<file path="config.mk">
export PLATFORM = sky130hd
export DESIGN_NAME = prog_stream_delay
export DESIGN_NICKNAME = d
export VERILOG_FILES = /design/src/rtl/psd_pkg.sv /design/src/rtl/psd_mem.sv /design/src/rtl/psd_ctrl.sv /design/src/rtl/prog_stream_delay.sv
export SDC_FILE = /design/constraint.sdc
export NUM_CORES = 1
export LEC_CHECK = 0
export ABC_CLOCK_PERIOD_IN_PS = 6350
export BUFFER_PORTS_ARGS = -buffer_cell sky130_fd_sc_hd__buf_2
export CAP_MARGIN = 10
export CELL_PAD_IN_SITES_DETAIL_PLACEMENT = 0
export CELL_PAD_IN_SITES_GLOBAL_PLACEMENT = 1
export CORE_MARGIN = 4
export CORE_UTILIZATION = 57
export CTS_BUF_LIST = sky130_fd_sc_hd__clkbuf_8
export DETAILED_ROUTE_END_ITERATION = 7
export MAX_ROUTING_LAYER = met4
export PLACE_DENSITY_LB_ADDON = 0.05
export SETUP_SLACK_MARGIN = 0.4
export SYNTH_ARGS = -nofsm -noshare
export SYNTH_HDL_FRONTEND = slang
export SYNTH_HIERARCHICAL = 1
export SYNTH_SLANG_ARGS = --single-unit
</file>
<file path="constraint.sdc">
create_clock -name clk -period 6.35 [get_ports clk]
set_input_delay 1.27 -clock clk [delete_from_list [all_inputs] [get_ports clk]]
set_output_delay 1.27 -clock clk [all_outputs]
set_load 0.01 [all_outputs]
</file>
<file path="src/rtl/psd_pkg.sv">
package psd_pkg;
   typedef enum logic [1:0] {
      PS_IDLE  = 2'd0,
      PS_RUN   = 2'd1,
      PS_DRAIN = 2'd2
   } psd_state_e;
endpackage

</file>
<file path="src/rtl/psd_mem.sv">
module psd_mem #(
   parameter int DW = 4,
   parameter int AW = 4
) (
   input  logic          clk,
   input  logic          rst,
   input  logic          we_i,
   input  logic [AW-1:0] waddr_i,
   input  logic [DW-1:0] wdata_i,
   input  logic          re_i,
   input  logic [AW-1:0] raddr_i,
   output logic [DW-1:0] rdata_o
);
   localparam int DEPTH = 1 << AW;

   logic [DW-1:0] cell_q [DEPTH];

   for (genvar gi = 0; gi < DEPTH; gi++) begin : g_cell
      always_ff @(posedge clk) begin
         if (we_i && (waddr_i == AW'(gi))) begin
            cell_q[gi] <= wdata_i;
         end
      end
   end

   assign rdata_o = cell_q[raddr_i];


   port_clash_chk: assert property (@(posedge clk) disable iff (rst)
      (we_i && re_i) |-> (waddr_i != raddr_i));
endmodule

</file>
<file path="src/rtl/psd_ctrl.sv">
module psd_ctrl
   import psd_pkg::*;
#(
   parameter int AW = 4
) (
   input  logic          clk,
   input  logic          rst,
   input  logic          start_i,
   input  logic          stop_i,
   input  logic [AW-1:0] dly_i,
   output logic          mem_we_o,
   output logic [AW-1:0] waddr_o,
   output logic          mem_re_o,
   output logic [AW-1:0] raddr_o,
   output logic          bypass_o,
   output logic          valid_o
);
   localparam int         DEPTH = 1 << AW;
   localparam logic [AW:0] MAXD = (AW+1)'(DEPTH - 1);

   psd_state_e    state_q, state_n;
   logic [AW-1:0] dly_q, wr_q, rd_q;
   logic          up_q;
   logic [AW:0]   pend_q, pend_n;
   logic          active, rd_live, byp, we, re, pass;

   always_comb begin
      byp     = (dly_q == '0);
      active  = (state_q != PS_IDLE);
      rd_live = up_q || (rd_q == '0);
      we      = (state_q == PS_RUN) && !stop_i && !start_i && !byp;
      pass    = (state_q == PS_RUN) && !stop_i && !start_i && byp;
      re      = active && !start_i && !byp && rd_live && (pend_q != '0);
      pend_n  = pend_q + (AW+1)'(we) - (AW+1)'(re);
      unique case (state_q)
         PS_RUN:   state_n = stop_i ? ((pend_n == '0) ? PS_IDLE : PS_DRAIN) : PS_RUN;
         PS_DRAIN: state_n = (pend_n == '0) ? PS_IDLE : PS_DRAIN;
         default:  state_n = PS_IDLE;
      endcase
   end

   always_ff @(posedge clk) begin
      if (rst) begin
         state_q <= PS_IDLE;
         dly_q   <= '0;
         wr_q    <= '0;
         rd_q    <= '0;
         up_q    <= 1'b0;
         pend_q  <= '0;
      end else if (start_i) begin
         state_q <= PS_RUN;
         dly_q   <= dly_i;
         wr_q    <= '0;
         rd_q    <= dly_i;
         up_q    <= 1'b0;
         pend_q  <= '0;
      end else if (active) begin
         wr_q   <= wr_q + AW'(we);
         pend_q <= pend_n;
         if (rd_live) begin
            if (re) begin
               rd_q <= rd_q + AW'(1);
               up_q <= 1'b1;
            end
         end else begin
            rd_q <= rd_q - AW'(1);
         end
         state_q <= state_n;
      end
   end

   assign mem_we_o = we;
   assign waddr_o  = wr_q;
   assign mem_re_o = re;
   assign raddr_o  = rd_q;
   assign bypass_o = byp;
   assign valid_o  = re || pass;


   dly_hold_chk: assert property (@(posedge clk) disable iff (rst)
      (active && !start_i) |=> $stable(dly_q));


   drain_no_rerun_chk: assert property (@(posedge clk) disable iff (rst)
      (state_q == PS_DRAIN && !start_i) |=> (state_q != PS_RUN));


   pend_bound_chk: assert property (@(posedge clk) disable iff (rst)
      pend_q <= MAXD);
endmodule

</file>
<file path="src/rtl/prog_stream_delay.sv">
module prog_stream_delay #(
   parameter int DW = 4,
   parameter int AW = 4
) (
   input  logic          clk,
   input  logic          rst,
   input  logic          start_i,
   input  logic          stop_i,
   input  logic [AW-1:0] dly_i,
   input  logic [DW-1:0] din_i,
   output logic [DW-1:0] dout_o,
   output logic          valid_o
);
   if (DW < 1 || AW < 1 || AW > 10) begin : g_bad_param
      $error("prog_stream_delay: DW must be >= 1 and AW in 1..10");
   end

   logic          mem_we, mem_re, byp, vld;
   logic [AW-1:0] waddr, raddr;
   logic [DW-1:0] rdata;

   psd_ctrl #(.AW(AW)) u_ctrl (
      .clk      (clk),
      .rst      (rst),
      .start_i  (start_i),
      .stop_i   (stop_i),
      .dly_i    (dly_i),
      .mem_we_o (mem_we),
      .waddr_o  (waddr),
      .mem_re_o (mem_re),
      .raddr_o  (raddr),
      .bypass_o (byp),
      .valid_o  (vld)
   );

   psd_mem #(.DW(DW), .AW(AW)) u_mem (
      .clk     (clk),
      .rst     (rst),
      .we_i    (mem_we),
      .waddr_i (waddr),
      .wdata_i (din_i),
      .re_i    (mem_re),
      .raddr_i (raddr),
      .rdata_o (rdata)
   );

   assign valid_o = vld;
   assign dout_o  = vld ? (byp ? din_i : rdata) : '0;


   bypass_pass_chk: assert property (@(posedge clk) disable iff (rst)
      (byp && valid_o) |-> (dout_o == din_i));


   start_quiet_chk: assert property (@(posedge clk) disable iff (rst)
      start_i |-> !valid_o);
endmodule

</file>
==> results.cfg, run 1 <==
[run_status]
status = finished clean

[clocking]
clkLatencyLatePin_ns = 0.35
cts_made_buffers = 9
post_cts_buffers = 0
cts_tree = built
clockBufferDepth = 2
clock-root-buffer = clkbuf_8
clk_pin_slew_ns = 0.09
cts_sinks = 84
cts-resized-gates = 0
htree_num_levels = 3
cts_hold_buffers = 0

[worst_setup_path]
cp.required_ns = 5.08
crit_type = register to primary output
startpoint = u_ctrl/raddr_o[1]
reg2reg_to = u_ctrl/pend_q[4]
path_max_fanout = 20
cp.arrival_ns = 2.57
r2r-start = u_ctrl/raddr_o[1]
r2r_slack_ns = 2.74
start_kind = register
endpoint_kind = primary output
reg2reg_depth = 14

[pwr]
p_per_area_mw_per_mm2 = 255
ir_drop_mv = 0.222
internal-power_mw = 0.796
p_switching_mw = 0.278
netSwitchingFraction_pct = 25.9
comb_power_share_pct = 10.0
clkPwrFrac_pct = 33.6
leakagePower_nw = 1.50
pwr-share-seq_pct = 56.4

[logic_synthesis]
synth.avg_cell_area_sq_um = 14.3
synth-edff-count = 64
async_reset_ff_share_pct = 0
ys_types = 42
synth_top_area_cell = edfxtp_1
ys_seq_area_share_pct = 59.1
ys_warn_count = 6
synth_nets = 302
ys_seq_elements = 84
yosys-top-cells-area = edfxtp_1 49%, dfxtp_1 10%, mux4_1 9.4%
syn_inst = 275
synth_most_common_cell = edfxtp_1
synthTopCellsByCount = 64 x edfxtp_1, 32 x nor2_1, 20 x dfxtp_1, 16 x inv_1, 14 x mux4_1
synth_area_sq_mm = 0.00393
yosys.area.top_type_share_pct = 48.9
synthFlopType = edfxtp_1

[timing]
clock_skew_ns = 0.00881
fmax_ghz = 0.260
hold_ws_ns = 0.494
timing.final.crit_share_pct = 60.5
finalSetupTns_ns = 0
tightest_slew_ns = 0.878
setup_viol = 0
drv_slew = 0
fin_crit_ns = 3.84
hold_viol_final = 0
rsz0062_at_grt = no
relSlewSlack_pct = 41.4

[global_routing]
gr-total-overflow = 0
grt_pass1_vias = 2189
grt_pass1_wl_um = 11600
grt_max_degree = 22
antenna_found_initial = 0
grt.total_usage_pct = 19.3

[worst_hold_path]
hold_path_end = u_ctrl/pend_q[4]
hold_depth = 2
hold_path_class = register to register
hp-start = u_ctrl/pend_q[4]

[placement]
placed_cell_area_sq_mm = 0.00402
dp_hpwl_um = 4900
portBuffers = 16
place_congestion = 0.835

[finish]
diodes = 0
fillers = 510
area_delta_synth_final_pct = 7.43
utilization_pct = 64.6
fin_nets = 320
drive_gt1_share_pct = 14.4
stdcell_area_sq_mm = 0.00422

[route]
drc_errors = 0
wl_met1_um = 3400
firstDrtPassIters = 4
met2_length_um = 3340
wl_met3_um = 361
wl_um = 7220
topRoutingLayerUsed = met4
antenna_left = 0
drt_iter0_markers = 136
wl_per_cell_um = 19.2
vias = 2227
viasPerCell = 5.94

[floorplan]
num_io_pins = 17
row_count = 29
core_sq_mm = 0.00653
die_area_sq_mm = 0.00828
initial_core_util_pct = 60.1
die_w_um = 91.0
die_h_um = 91.0

[run]
maxCapViolations = 0
==> metal layers <==
layer,GRT usage [%],vias up
li1,-,1075
met1,27.0,1095
met2,28.0,49
met3,5.29,8
met4,5.65,0
met5,-,-
==> cells by family after synthesis <==
family / synth area share [%]
flip-flops: 59.1
buffers and inverters: 3.73
AO/OA/AOI/OAI: 5.61
AND/OR/NAND/NOR: 10.8
adder cells (fa/ha/maj): 5.16
XOR/XNOR: 2.23
multiplexers: 13.3
==> cell type report <==
type / count / area, sq um / share of cell area [%]
inverters: 16 / 60.1 / 1.42
repair buffers: 17 / 87.6 / 2.08
clock buffers: 9 / 124 / 2.94
multi-input cells: 165 / 1460 / 34.6
well taps: 77 / 96.3 / 2.28
flip-flops and latches: 84 / 2320 / 55.1
clock inverters: 7 / 70.1 / 1.66
==> registers in the layout, indices dropped and copies added (netlist names) <==
register        count
u_mem/cell_q       64
u_ctrl/pend_q       5
u_ctrl/dly_q        4
u_ctrl/raddr_o      4
u_ctrl/waddr_o      4
u_ctrl/state_q      2
u_ctrl/up_q         1
==> worst max-delay path, stage by stage (launching register included) <==
cell     delay [ns]
dfxtp_1        0.61
nor4_1         0.34
or2_2          0.20
inv_1          0.09
nor4_1         0.44
a21o_2         0.24
nor2b_1        0.16
buf_2          0.14
==> power groups by stage <==
stage / combinational, mW / clock [mW] / sequential [mW]
CTS: 0.109 / 0.372 / 0.606
floorplan: 0.0886 / 0 / 0.613
global route: 0.119 / 0.397 / 0.608
global placement: 0.108 / 0 / 0.619
finish: 0.108 / 0.361 / 0.606
detailed placement: 0.108 / 0 / 0.619
==> worst max-delay path by stage <==
stage                  endpoint  slack [ns]  cells after the start
6_report              dout_o[0]        2.51                      7
5_1_grt               dout_o[2]        2.13                      7
4_1_cts               dout_o[0]        2.41                      7
3_5_place_dp   u_ctrl/pend_q[4]        2.47                     12
3_3_place_gp   u_ctrl/pend_q[4]        2.56                     12
2_1_floorplan  u_ctrl/pend_q[4]        2.88                     11
==> cells in the final DEF, fill, tap and decap left out, types with 3 or more instances in the layout <==
cell      Yosys  routed
mux4_1       14      14
dfxtp_1      20      20
a22oi_1       4       4
clkbuf_8      0       9
nand2_1      11      11
mux2i_1      11      11
xor2_1        3       3
buf_2         2      16
inv_1        16      16
nand3_1      10      10
ha_1         13      13
nor2_1       32      32
edfxtp_1     64      64
nor3_1        7       7
nor2b_1       8       8
xnor2_1       7       7
a21oi_1      11      11
nand2b_1      4       4
==> metrics by stage <==
stage                     std cells  setup slack, ns  power [mW]
after global placement          359             2.56       0.727
after global routing            375             2.13        1.12
after floorplan                 275             2.88       0.702
after detailed placement        359             2.47       0.727
final                           375             2.51        1.07
after CTS                       375             2.41        1.09
(Power assumes the default switching activity.)
==> run 2: changes to the inputs <==
--- a/config.mk
+++ b/config.mk
@@ -5,13 +5,14 @@
 export SDC_FILE = /design/constraint.sdc
 export NUM_CORES = 1
 export LEC_CHECK = 0
-export ABC_CLOCK_PERIOD_IN_PS = 6350
+export ABC_AREA = 1
+export ABC_CLOCK_PERIOD_IN_PS = 3500
 export BUFFER_PORTS_ARGS = -buffer_cell sky130_fd_sc_hd__buf_2
 export CAP_MARGIN = 10
 export CELL_PAD_IN_SITES_DETAIL_PLACEMENT = 0
 export CELL_PAD_IN_SITES_GLOBAL_PLACEMENT = 1
 export CORE_MARGIN = 4
-export CORE_UTILIZATION = 57
+export CORE_UTILIZATION = 45
 export CTS_BUF_LIST = sky130_fd_sc_hd__clkbuf_8
 export DETAILED_ROUTE_END_ITERATION = 7
 export MAX_ROUTING_LAYER = met4
==> constraint.sdc (replaced) <==
create_clock -name clk -period 3.5 [get_ports clk]
set_input_delay 0.7 -clock clk [delete_from_list [all_inputs] [get_ports clk]]
set_output_delay 0.7 -clock clk [all_outputs]
set_load 0.01 [all_outputs]
==> run 2 against run 1 <==
Net effect: final cell count increased by 69%; register-to-register slack got worse by 1.9 ns; largest cell class unchanged; first-iteration DRC count increased by 68%; highest routed layer unchanged; power increased by 110%; critical path depth increased by 3.
==> results.cfg, run 2 <==
[logic_synthesis]
async_reset_ff_share_pct = 0
synthAdderAreaFrac_pct = 4.71
synth.avg_cell_area_sq_um = 8.87
synth_top_area_cell = edfxtp_1
ys_warn_count = 6
synth_top_family_by_area = simple AND/OR/NAND/NOR gates
yosys-top-cells-area = edfxtp_1 45%, nand2_1 10%, dfxtp_1 9.3%
synth_compound_area_share_pct = 3.95
synthTopCellsByCount = 120 x nand2_1, 82 x inv_1, 64 x edfxtp_1, 57 x nand3_1, 43 x nor2_1
synth-xor-area-share_pct = 0.610
ys_seq_elements = 84
synth_most_common_cell = nand2_1
synthSimpleGateAreaFrac_pct = 25.5
synthFlopType = edfxtp_1
ys_seq_area_share_pct = 54.0
synth_mux_area_share_pct = 0
synth_nets = 512
yosys.area.top_type_share_pct = 44.7
synth_area_sq_mm = 0.00430
ys_types = 35
syn_inst = 485
synth-edff-count = 64

[finish]
top_regs = u_mem/cell_q (64), u_ctrl/pend_q (5)
fin_nets = 528
diodes = 0
utilization_pct = 49.9
drive_gt1_share_pct = 12.8
area_delta_synth_final_pct = 7.73
largest_register_ffs = 64
final_cell_mix = 120 x nand2_1, 83 x inv_1, 64 x edfxtp_1, 57 x nand3_1, 43 x nor2_1
final_common_cell = nand2_1
top_register = u_mem/cell_q

[timing]
clock_skew_ns = 0.00906
timing.final.crit_share_pct = 81.6
drv_slew = 0
setup_viol = 0
fmax_ghz = 0.350
hold_viol_final = 0
finalSetupTns_ns = 0
fin_crit_ns = 2.86
tightest_slew_ns = 0.431
hold_ws_ns = 0.484
relSlewSlack_pct = 71.1
rsz0062_at_grt = no

[route]
drc_errors = 0
vias = 3060
wl_per_cell_um = 14.0
drt_iter0_markers = 228
firstDrtPassIters = 5
wl_um = 8870
viasPerCell = 4.82
antenna_left = 0

[floorplan]
die_h_um = 106
core_sq_mm = 0.00928
initial_core_util_pct = 46.4
die_area_sq_mm = 0.0112
row_count = 35
num_io_pins = 17
die_w_um = 106

[global_routing]
grt_pass1_wl_um = 14200
grt_pass1_vias = 2746
grt_max_degree = 36
gr-total-overflow = 0
grt.total_usage_pct = 17.0
antenna_found_initial = 0

[worst_hold_path]
hold_path_class = register to register

[clocking]
clockBufferDepth = 2
post_cts_buffers = 0
cts_sinks = 84
clk_pin_slew_ns = 0.09
clkLatencyLatePin_ns = 0.35
htree_num_levels = 3
cts_made_buffers = 9
cts-resized-gates = 0
clock-root-buffer = clkbuf_8
cts_tree = built
cts_hold_buffers = 0

[run]
maxCapViolations = 0

[placement]
dp_hpwl_um = 6110
place_congestion = 0.814
portBuffers = 16

[pwr]
internal-power_mw = 1.58
clkPwrFrac_pct = 30.2
netSwitchingFraction_pct = 30.6
comb_power_share_pct = 21.4
leakagePower_nw = 2.04
pwr-share-seq_pct = 48.3
p_switching_mw = 0.698
ir_drop_mv = 0.228
p_per_area_mw_per_mm2 = 491

[worst_setup_path]
path_max_fanout = 35
crit_type = register to primary output
start_kind = register
endpoint_kind = primary output
cp.arrival_ns = 2.16
cp.required_ns = 2.80

[run_status]
status = finished clean
-- run 2: changes by cell type after synthesis, sizes merged, moves of 6 or more --
cell   before  now
xnor2       7    1
mux4       16    0
nor2       32   46
inv        16   90
o21ai       2   12
buf         7   15
nand3      10   61
mux2i      11    0
nor2b       8    0
nand2      11  133
-- run 2: final timing paths --
path | startpoint | cells after the start | to | slack (ns)
min | u_ctrl/dly_q[1] | 2 | u_ctrl/dly_q[1] | 0.48
max | u_ctrl/raddr_o[0] | 10 | dout_o[3] | 0.64
max reg2reg | u_ctrl/raddr_o[2] | 18 | u_ctrl/state_q[1] | 0.87
min reg2reg | u_ctrl/dly_q[1] | 2 | u_ctrl/dly_q[1] | 0.48
-- run 2: per-stage QoR --
stage / worst slack, ns / cells / cell area [sq um] / total power, mW
floorplan: 0.946 / 485 / 4300 / 1.51
global placement: 0.717 / 619 / 4440 / 1.61
detailed placement: 0.659 / 619 / 4440 / 1.61
CTS: 0.627 / 635 / 4640 / 2.31
global route: 0.410 / 635 / 4640 / 2.42
finish: 0.645 / 635 / 4640 / 2.28
-- run 2: final cells by class --
cell class                      instances  area (sq um)
Tap cell                              129           161
Timing Repair Buffer                   20           110
Inverter                               91           349
Fill cell                             904          4650
Clock inverter                          7          75.1
Sequential cell                        84          2320
Multi-Input combinational cell        295          1500
Clock buffer                            9           124
-- run 2: logic make-up (layout without fill, tap and decap cells) --
kind of cell	Yosys count	in the layout
and+or+nand+nor	246	246
DFF	84	84
adders and majority gates	15	15
buffers and inverters	106	127
xor gates and xnor gates	3	3
AOI/OAI and AO/OA	31	31
-- run 2: per-layer routing --
layer	GRT usage (%)	up-vias	routed length (um)
met5	-	-	0
met3	2.76	10	351
met4	4.72	0	93
li1	-	1575	-
met2	23.6	59	3770
met1	25.8	1416	4660
-- run 2: power groups by stage --
stage | clock, mW | combinational (mW) | sequential (mW)
6_report | 0.689 | 0.488 | 1.10
5_1_grt | 0.758 | 0.557 | 1.10
4_1_cts | 0.718 | 0.492 | 1.10
3_5_place_dp | 0 | 0.490 | 1.12
3_3_place_gp | 0 | 0.485 | 1.12
2_1_floorplan | 0 | 0.389 | 1.12
-- run 2: worst max-delay path, stage by stage (launching register included) --
cell and delay, ns:
dfxtp_1 0.35, buf_4 0.38, inv_6 0.20, nand2_1 0.11
nand3_1 0.09, nand3_1 0.10, nand3_1 0.09, nand2_1 0.09
nor2_1 0.04, nor2_1 0.16, buf_2 0.16
==> run 3: changes to the inputs <==
--- a/config.mk
+++ b/config.mk
@@ -5,14 +5,14 @@
 export SDC_FILE = /design/constraint.sdc
 export NUM_CORES = 1
 export LEC_CHECK = 0
-export ABC_AREA = 1
-export ABC_CLOCK_PERIOD_IN_PS = 3500
+export ABC_AREA = 0
+export ABC_CLOCK_PERIOD_IN_PS = 2600
 export BUFFER_PORTS_ARGS = -buffer_cell sky130_fd_sc_hd__buf_2
 export CAP_MARGIN = 10
 export CELL_PAD_IN_SITES_DETAIL_PLACEMENT = 0
 export CELL_PAD_IN_SITES_GLOBAL_PLACEMENT = 1
 export CORE_MARGIN = 4
-export CORE_UTILIZATION = 45
+export CORE_UTILIZATION = 48
 export CTS_BUF_LIST = sky130_fd_sc_hd__clkbuf_8
 export DETAILED_ROUTE_END_ITERATION = 7
 export MAX_ROUTING_LAYER = met4
==> constraint.sdc (replaced) <==
create_clock -name clk -period 2.6 [get_ports clk]
set_input_delay 0.52 -clock clk [delete_from_list [all_inputs] [get_ports clk]]
set_output_delay 0.52 -clock clk [all_outputs]
set_load 0.01 [all_outputs]
==> run 3 against run 2 <==
Net effect: largest power group unchanged; routed wire length decreased by 4.5%; global-route usage increased by 1.4 points; the flow now finishes with violations (setup timing); worst setup slack got worse by 0.91 ns; register-to-register slack got worse by 1.1 ns; hold slack got worse by 0.026 ns; final cell count decreased by 30%.
==> results.cfg, run 3 (synthesized netlist as in run 1, its figures left out) <==
[finish]
top_regs = u_mem/cell_q (64), u_ctrl/pend_q (5)
final_common_cell = edfxtp_1
fillers = 636
fin_nets = 368
largest_register_ffs = 64
fin_cells = 447
top_register = u_mem/cell_q
drive_gt1_share_pct = 46.7
area_delta_synth_final_pct = 27.2
diodes = 0
final_cell_mix = 64 x edfxtp_1, 35 x buf_4, 19 x nor2_1, 15 x buf_2

[worst_setup_path]
crit_type = register to register
reg2reg_depth = 14
cp.required_ns = 2.87
path_max_fanout = 3
start_kind = register
endpoint_kind = register
cp.arrival_ns = 3.14

[global_routing]
grt_pass1_wl_um = 13200
gr-total-overflow = 0
grt_max_degree = 20
grt.total_usage_pct = 18.4
grt_pass1_vias = 2479
antenna_found_initial = 0

[pwr]
total_power_mw = 2.69
ir_drop_mv = 0.359
p_per_area_mw_per_mm2 = 538
leakagePower_nw = 1.75

[clocking]
cts_made_buffers = 9
htree_num_levels = 3
clk_pin_slew_ns = 0.08
clkLatencyLatePin_ns = 0.34
clockBufferDepth = 2
cts_hold_buffers = 0
cts_tree = built
cts_sinks = 84
clock-root-buffer = clkbuf_8

[timing]
setup_ws_ns = -0.265
timing.final.crit_share_pct = 110
fmax_ghz = 0.349
tightest_slew_ns = 0.617
hold_viol_final = 0
setup_viol = 5
relSlewSlack_pct = 58.8
drv_slew = 0
rsz0062_at_grt = yes
clock_skew_ns = 0.0104
fin_crit_ns = 2.86

[placement]
place_inst = 412
dp_hpwl_um = 5490
place_congestion = 0.812
portBuffers = 16

[route]
firstDrtPassIters = 4
wl_um = 8480
wl_per_cell_um = 19.0
antenna_left = 0
viasPerCell = 5.45
drc_errors = 0
drt_iter0_markers = 111
vias = 2437

[floorplan]
die_w_um = 98.4
initial_core_util_pct = 50.0
die_area_sq_mm = 0.00969
row_count = 32
num_io_pins = 17
core_sq_mm = 0.00785
die_h_um = 98.4

[worst_hold_path]
hold_depth = 3
hold_path_class = input pin to register

[run_status]
violations = setup timing
status = finished with violations

[run]
maxCapViolations = 0
run 3: final cells by class:
cell class,count,area [sq um],area share [%]
Inverter,16,62.6,1.25
Multi-Input combinational cell,165,1760,35.2
Timing Repair Buffer,65,532,10.7
Clock inverter,6,50.0,1.00
Clock buffer,9,124,2.48
Sequential cell,84,2340,46.8
Tap cell,102,128,2.56
run 3: repair_timing:
action	CTS	global route
gates resized for setup	57	43
setup buffers	13	6
pin swaps	24	20
endpoints found under the setup margin	18	78
gates cloned	1	0
hold endpoints to repair	0	0
run 3: critical path: stages, from the launching register on:
cell and delay, ns:
dfxtp_2 0.34, inv_2 0.05, ha_4 0.15, a41o_4 0.22, nor4_4 0.28, ha_2 0.32, inv_2 0.06, ha_4 0.12
inv_2 0.04, fa_2 0.38, nand2b_4 0.15, a21oi_4 0.16, xnor2_2 0.09, or3_1 0.31, a21oi_1 0.12
run 3: path summary, 6_finish.rpt:
| check | slack, ns | start | end |
|---|---|---|---|
| min | 0.46 | dly_i[0] | u_ctrl/dly_q[0] |
| min reg2reg | 0.49 | u_ctrl/dly_q[3] | u_ctrl/dly_q[3] |
| max reg2reg | -0.26 | u_ctrl/pend_q[3] | u_ctrl/pend_q[4] |
| max | -0.26 | u_ctrl/pend_q[3] | u_ctrl/pend_q[4] |
run 3: where the power goes:
group / switching (mW) / internal (mW)
Clock: 0.463 / 0.351
Sequential: 0.0148 / 1.45
Combinational: 0.203 / 0.202
run 3: per-layer routing:
layer / share of wire (%) / GRT usage (%) / vias up
li1: - / - / 1158
met1: 47 / 26.2 / 1229
met2: 48 / 27.7 / 46
met3: 4.5 / 3.18 / 4
met4: 0.40 / 4.73 / 0
met5: 0 / - / -
run 3: metrics by stage:
step | cell area, sq um | util, % | setup WS (ns) | TNS [ns] | hold slack, ns
after detailed placement | 4320 | 55.0 | -0.345 | -0.787 | 0.480
final | 4990 | 63.6 | -0.265 | -0.608 | 0.458
after global routing | 4990 | 63.6 | -0.444 | -1.47 | 0.456
after CTS | 4770 | 60.8 | -0.262 | -0.723 | 0.442
after floorplan | 3980 | - | -0.201 | -0.369 | 0.454
after global placement | 4320 | 55.0 | -0.264 | -0.588 | 0.461
